<file path="src/rtl/halt_handshake_pkg.sv">
package halt_handshake_pkg;

  typedef enum logic [1:0] {
    ST_RUN      = 2'd0,
    ST_WAIT     = 2'd1,
    ST_HALTED   = 2'd2,
    ST_RESUMING = 2'd3
  } haltState_t;

  typedef struct packed {
    logic setAck;
    logic clrAck;
    logic stopPresc;
    logic runPresc;
  } haltStrobe_t;

endpackage

</file>
<file path="src/rtl/halt_handshake_ctrl.sv">
module halt_handshake_ctrl
  import halt_handshake_pkg::*;
(
  input  logic        clk,
  input  logic        rstN,
  input  logic        haltReq,
  input  logic        engineBusy,
  input  logic        lowPower,
  input  logic        prescRunning,
  output haltStrobe_t strobe
);

  haltState_t state, stateNext;
  logic safePoint;

  assign safePoint = haltReq && !engineBusy && !lowPower;

  always_comb begin
    stateNext = state;
    strobe    = '0;
    unique case (state)
      ST_RUN, ST_WAIT: begin
        if (safePoint) begin
          stateNext        = ST_HALTED;
          strobe.setAck    = 1'b1;
          strobe.stopPresc = 1'b1;
        end else if (haltReq) begin
          stateNext = ST_WAIT;
        end else begin
          stateNext = ST_RUN;
        end
      end
      ST_HALTED: begin
        if (!haltReq) begin
          stateNext       = ST_RESUMING;
          strobe.runPresc = 1'b1;
        end
      end
      ST_RESUMING: begin
        if (prescRunning) begin
          stateNext     = ST_RUN;
          strobe.clrAck = 1'b1;
        end
      end
      default: stateNext = ST_RUN;
    endcase
  end

  always_ff @(posedge clk or negedge rstN) begin
    if (!rstN) state <= ST_RUN;
    else       state <= stateNext;
  end

  assert_strobes_exclusive_R5: assert property (@(posedge clk) disable iff (!rstN)
    $onehot0({strobe.setAck, strobe.clrAck, strobe.runPresc}));

  assert_release_needs_feedback_R6: assert property (@(posedge clk) disable iff (!rstN)
    strobe.clrAck |-> (state == ST_RESUMING) && prescRunning);

endmodule

</file>
<file path="src/rtl/halt_handshake_dp.sv">
module halt_handshake_dp
  import halt_handshake_pkg::*;
(
  input  logic        clk,
  input  logic        rstN,
  input  haltStrobe_t strobe,
  output logic        prescEnable,
  output logic        haltAck
);

  always_ff @(posedge clk or negedge rstN) begin
    if (!rstN) begin
      haltAck     <= 1'b0;
      prescEnable <= 1'b1;
    end else begin
      if (strobe.setAck)         haltAck <= 1'b1;
      else if (strobe.clrAck)    haltAck <= 1'b0;
      if (strobe.stopPresc)      prescEnable <= 1'b0;
      else if (strobe.runPresc)  prescEnable <= 1'b1;
    end
  end

  assert_stop_implies_ack_R5: assert property (@(posedge clk) disable iff (!rstN)
    !prescEnable |-> haltAck);

  assert_ack_clears_after_restart_R6: assert property (@(posedge clk) disable iff (!rstN)
    $fell(haltAck) |-> $past(prescEnable));

endmodule

</file>
<file path="src/rtl/halt_handshake.sv">
module halt_handshake
  import halt_handshake_pkg::*;
(
  input  logic clk,
  input  logic rstN,
  input  logic haltReq,
  input  logic engineBusy,
  input  logic lowPower,
  input  logic prescRunning,
  output logic prescEnable,
  output logic haltAck
);

  haltStrobe_t strobe;

  halt_handshake_ctrl u_ctrl (
    .clk          (clk),
    .rstN         (rstN),
    .haltReq      (haltReq),
    .engineBusy   (engineBusy),
    .lowPower     (lowPower),
    .prescRunning (prescRunning),
    .strobe       (strobe)
  );

  halt_handshake_dp u_dp (
    .clk         (clk),
    .rstN        (rstN),
    .strobe      (strobe),
    .prescEnable (prescEnable),
    .haltAck     (haltAck)
  );

  assert_grant_when_safe_R2: assert property (@(posedge clk) disable iff (!rstN)
    (haltReq && !engineBusy && !lowPower && !haltAck) |=> (haltAck && !prescEnable));

  assert_grant_not_busy_R3: assert property (@(posedge clk) disable iff (!rstN)
    $rose(haltAck) |-> $past(!engineBusy && haltReq));

  assert_grant_not_lowpower_R4: assert property (@(posedge clk) disable iff (!rstN)
    $rose(haltAck) |-> $past(!lowPower));

  assert_ack_holds_R6: assert property (@(posedge clk) disable iff (!rstN)
    (haltAck && !prescRunning) |=> haltAck);

  assert_no_ack_unrequested_R7: assert property (@(posedge clk) disable iff (!rstN)
    (!haltReq && !haltAck) |=> !haltAck);

  assert_halted_stable_R8: assert property (@(posedge clk) disable iff (!rstN)
    (haltReq && haltAck && !prescEnable) |=> (haltAck && !prescEnable));

endmodule

</file>
<file path="config.mk">
export PLATFORM = sky130hd
export DESIGN_NAME = halt_handshake
export DESIGN_NICKNAME = d
export VERILOG_FILES = /design/src/rtl/halt_handshake_pkg.sv /design/src/rtl/halt_handshake_ctrl.sv /design/src/rtl/halt_handshake_dp.sv /design/src/rtl/halt_handshake.sv
export SDC_FILE = /design/constraint.sdc
export NUM_CORES = 1
export LEC_CHECK = 0
export BUFFER_PORTS_ARGS = -buffer_cell sky130_fd_sc_hd__buf_2
export CORE_AREA = 2 2 39 41
export CTS_CLUSTER_DIAMETER = 200
export DETAILED_ROUTE_END_ITERATION = 10
export DIE_AREA = 0 0 41 43
export PLACE_DENSITY = 0.4
export RECOVER_POWER = 100
export SYNTH_ARGS = -nofsm -noshare
export SYNTH_HDL_FRONTEND = slang
export SYNTH_HIERARCHICAL = 1
export SYNTH_SLANG_ARGS = --single-unit
</file>
<file path="constraint.sdc">
create_clock -name clk -period 1.15 [get_ports clk]
set_input_delay 0.0575 -clock clk [delete_from_list [all_inputs] [get_ports clk]]
set_output_delay 0.0575 -clock clk [all_outputs]
set_load 0.005 [all_outputs]
</file>
# After elaboration in Yosys (flattened, before gate mapping)
# Cells that the tools add are included.
# W data, S select, Z words.
dict set report word_totals {
  regBits 4
  input_bits 6
}
dict set report op_classes {
  n_eq_ne 5
  mux 15
  reduce_logical 9
}
# op count
set ops {}
lappend ops {{$mux W1} 11}
lappend ops {{$mux W2} 3}
lappend ops {{$pmux W2 S3} 1}
lappend ops {{$eq A2 B2 Y1 const B} 2}
lappend ops {{$ne A2 B2 Y1 const B} 2}
lappend ops {{$reduce_bool A2 Y1} 2}
lappend ops {{$eq A2 B1 Y1 const B} 1}
lappend ops {{$logic_and A1 B1 Y1} 2}
lappend ops {{$logic_not A1 Y1} 2}
lappend ops {{$logic_not A2 Y1} 1}
lappend ops {{$reduce_and A2 Y1} 1}
lappend ops {{$reduce_or A2 Y1} 1}

# Longest topological paths before layout
dict set report logic_depth {
  ltp_word 6
  depth_mapped 3
}

# Modules after synthesis
# Netlist, hierarchy kept.
# mod instances cells_per_inst area_per_inst_um2
set modules_own_cells {}
lappend modules_own_cells {halt_handshake_ctrl 1 12 127.6}
lappend modules_own_cells {halt_handshake_dp 1 6 70.1}

# Worst setup path after synthesis
# Ideal clock, no wire load.
dict set report synth_path {
  path_type {reg-to-reg}
  from {register u_ctrl.state[1]}
  to {register u_dp.haltAck}
  arrival_time_ns 0.936
  required_time_ns 1.086
  path_slack_ns 0.150
  stages_incl_launch_ff 4
  path_buffers 1
  period_less_slack_ns 1.000
  cell_sequence {dfrtp_1 > nor4b_2 > buf_4 > a21o_1}
}
# element line
set synth_lines {}
lappend synth_lines {{from (decl)} halt_handshake_ctrl.sv:13} ;# haltState_t state, stateNext;
lappend synth_lines {{from (signal assigned)} halt_handshake_ctrl.sv:51} ;# else state <= stateNext;
lappend synth_lines {{to (signal assigned)} halt_handshake_dp.sv:13} ;# haltAck <= 1'b0;
lappend synth_lines {{to (signal assigned)} halt_handshake_dp.sv:16} ;# if (strobe.setAck) haltAck <= 1'b1;
lappend synth_lines {{to (signal assigned)} halt_handshake_dp.sv:17} ;# else if (strobe.clrAck) haltAck <= 1'b0;
lappend synth_lines {{to (decl)} halt_handshake_dp.sv:8} ;# output logic haltAck

# Final worst setup path
dict set report layout_path {
  from {register u_ctrl.state[1]}
  to {register u_ctrl.state[1]}
}
dict set report layout_between {
  elab_chain_cells 3
}
# element line
set layout_rtl {}
lappend layout_rtl {{$eq A2 B1 Y1 (tied with other cells)} halt_handshake_ctrl.sv:21} ;# unique case (state)
lappend layout_rtl {{$reduce_or A2 Y1 / $ne A2 B2 Y1 (equally long branches)} -}
lappend layout_rtl {{$pmux W2 S3 / $reduce_and A2 Y1 (equally long branches)} -}
# Several ways; a longest one is shown, not always the timed one.
# A chain may end at the register's enable or synchronous reset.

==> metrics.cfg <==
[logic_synthesis]
synthCells = 18
syn-cell-area_um2 = 198
syn_avg_cell_area_um2 = 11.0
ys.warnings.count = 6
ys_ff_latch = 4
synth_compound_area_share_pct = 12.0
syn-num-nets = 24
synth-xor-area-share_pct = 0
synth_top_family_by_area = simple AND/OR/NAND/NOR gates
synth-adder-area-share_pct = 0
muxShareOfSynthArea_pct = 5.06
synthSimpleGateAreaFrac_pct = 25.9
synth_seq_area_share_pct = 51.3
ys_types = 13

[cts]
clk_pin_slew_ns = 0.04
cts.path.max_buffers = 2
clock_sinks = 4
htree_num_levels = 1
post_cts_buffers = 0
cts_tree = built
cts_resized = 0
worstSkewPairLatency_ns = 0.23
cts_hold_buf = 1
root_buffer = clkbuf_4
cts_inserted_buffers = 3

[detailed_routing]
drt_iter0_drc = 4
wl_per_cell_um = 8.27
drcViolationCount = 0
drtPass1Iterations = 2
vias = 153
ant_nets = 0
avgViaCountPerCell = 3.40
routed_wl_um = 372

[min_path]
hp-class = in -> reg
hold_end = u_dp/prescEnable
min_from = engineBusy
hold_path_depth = 3

[floorplan]
start_util_pct = 14.3
dieArea_um2 = 1760
row_count = 14
die_x_um = 41
ios = 8
coreArea_um2 = 1380
die_h_um = 43

[timing]
worst_pin_slew_ns = 0.328
finalSetupTns_ns = 0
finalSetupViolations = 0
period_minus_slack_ns = 0.982
finalMaxSlewViolations = 0
max_freq_ghz = 1.02
hold_viol_final = 0
finalCritPeriodShare_pct = 85.4
timing.slew.headroom_pct = 78.1
rsz0062_at_grt = no
clock_skew_ns = 0.00566
fin_ws_ns = 0.168

[pwr]
cellLeakagePower_nw = 0.133
peakVddDrop_mv = 0.882
power_frac_comb_pct = 26.3
p_seq_share_pct = 43.8
p_switching_w = 0.000185
pwr-share-clk_pct = 29.9
p_sw_share_pct = 29.0
power_density_nw_per_um2 = 2280
p_int_w = 0.000453

[placed_design]
dp_hpwl_um = 290
place_congestion = 0.620
port_buffers = 7
dpl_worst_slack_ns = 0.157

[worst_setup_path]
crit_type = reg -> reg
r2r_cells = 2
crit_path_start = u_ctrl/state[1]
reg2reg_slack_ns = 0.17
critical_path.slowest_cell = dfrtp_1
cpPeakStageDelay_ns = 0.42
worstPathCellList = nor4b_2 -> a21o_1
worstReg2RegEnd = u_ctrl/state[1]
critPathCaptureType = register
setup.worst_path.start_class = register
crit_fanout = 6
critPathArrivalTime_ns = 1.15
r2r_start = u_ctrl/state[1]
cp.required_ns = 1.32

[global_routing]
grt_pass1_wl_um = 538
grt.total_usage_pct = 4.95
grt_pass1_vias = 145
grt_start_max_net_pins = 7
grt_overflow = 0
antenna_found_initial = 0

[run_status]
status = complete, no violations

[layout]
diodes = 0
area_delta_synth_final_pct = 41.8
nFillCells = 150
nets = 36
drive_above_1_share_pct = 41.4
final_cell_mix = buf_2, clkbuf_4, nor2_1, dfrtp_1
final_common_cell = buf_2

[flow_run]
drv_cap = 0

## routing by layer
metal	wire length (µm)	vias to the layer above	track usage [%]
li1	-	84	-
met1	221	61	7.87
met2	111	8	4.06
met3	39	0	1.57
met4	0	0	6.00
met5	0	-	0
## cell usage after synthesis
| master | count | share of area (%) |
|---|---|---|
| dfrtp_1 | 3 | 38 |
| nor2_1 | 3 | 5.7 |
| a21o_1 | 2 | 7.6 |
| and3_2 | 1 | 3.8 |
| buf_4 | 1 | 3.8 |
| dfstp_2 | 1 | 13 |
| inv_1 | 1 | 1.9 |
| mux2i_1 | 1 | 5.1 |
| nand2_1 | 1 | 1.9 |
| nand2b_1 | 1 | 3.2 |
| nor3b_1 | 1 | 3.8 |
| nor4b_2 | 1 | 7.6 |
| o2bb2ai_1 | 1 | 4.4 |
## flip-flops by register name, indices dropped and copies added (netlist names)
signal	cells
u_ctrl/state	2
u_dp/haltAck	1
u_dp/prescEnable	1
## through the flow
| step | util (%) | hold slack, ns | cell area, µm² | power (W) | instances |
|---|---|---|---|---|---|
| floorplan | - | -0.238 | 198 | 0.000376 | 18 |
| global placement | 17.7 | -0.139 | 245 | 0.000439 | 40 |
| detailed placement | 17.7 | -0.136 | 245 | 0.000449 | 40 |
| CTS | 20.3 | 0.123 | 282 | 0.000652 | 45 |
| global route | 20.3 | 0.145 | 280 | 0.000692 | 45 |
| finish | 20.3 | 0.129 | 280 | 0.000638 | 45 |
## area by class of cell
class	instances	area, µm²	share of cell area [%]
sequential	4	101	36.2
multi-input combinational	12	85.1	30.4
timing repair buffer	8	43.8	15.6
clock buffer	4	26.3	9.37
tap	16	20.0	7.14
inverter	1	3.75	1.34
## how the worst max path moves through the flow
stage,endpoint,slack (ns),cells past startpoint
CTS,u_ctrl/state[1],0.15,2
detailed placement,u_ctrl/state[1],0.16,2
floorplan,u_dp/haltAck,0.15,3
global route,u_ctrl/state[1],0.10,2
global placement,u_dp/haltAck,0.21,2
finish,u_ctrl/state[1],0.17,2
## cell families (layout without fill, tap and decap cells)
kind of cell / after synthesis / in the layout
simple gates: 8 / 8
compound gates: 3 / 3
buf+inv: 2 / 13
flops: 4 / 4
mux: 1 / 1
## worst max-delay path: cells and delay by family (launching register included)
kind / cells / cell delay [ns]
AND/OR/NAND/NOR: 1 / 0.37
flip-flops: 1 / 0.42
AO/OA/AOI/OAI: 1 / 0.13
## power groups by stage
stage	logic [W]	clock network [W]	registers [W]
after floorplan	0.000100	0	0.000276
after global placement	0.000164	0	0.000276
after detailed placement	0.000168	0	0.000281
after CTS	0.000171	0.000201	0.000279
after global routing	0.000185	0.000214	0.000293
final	0.000168	0.000191	0.000279
(Power assumes the default switching activity.)
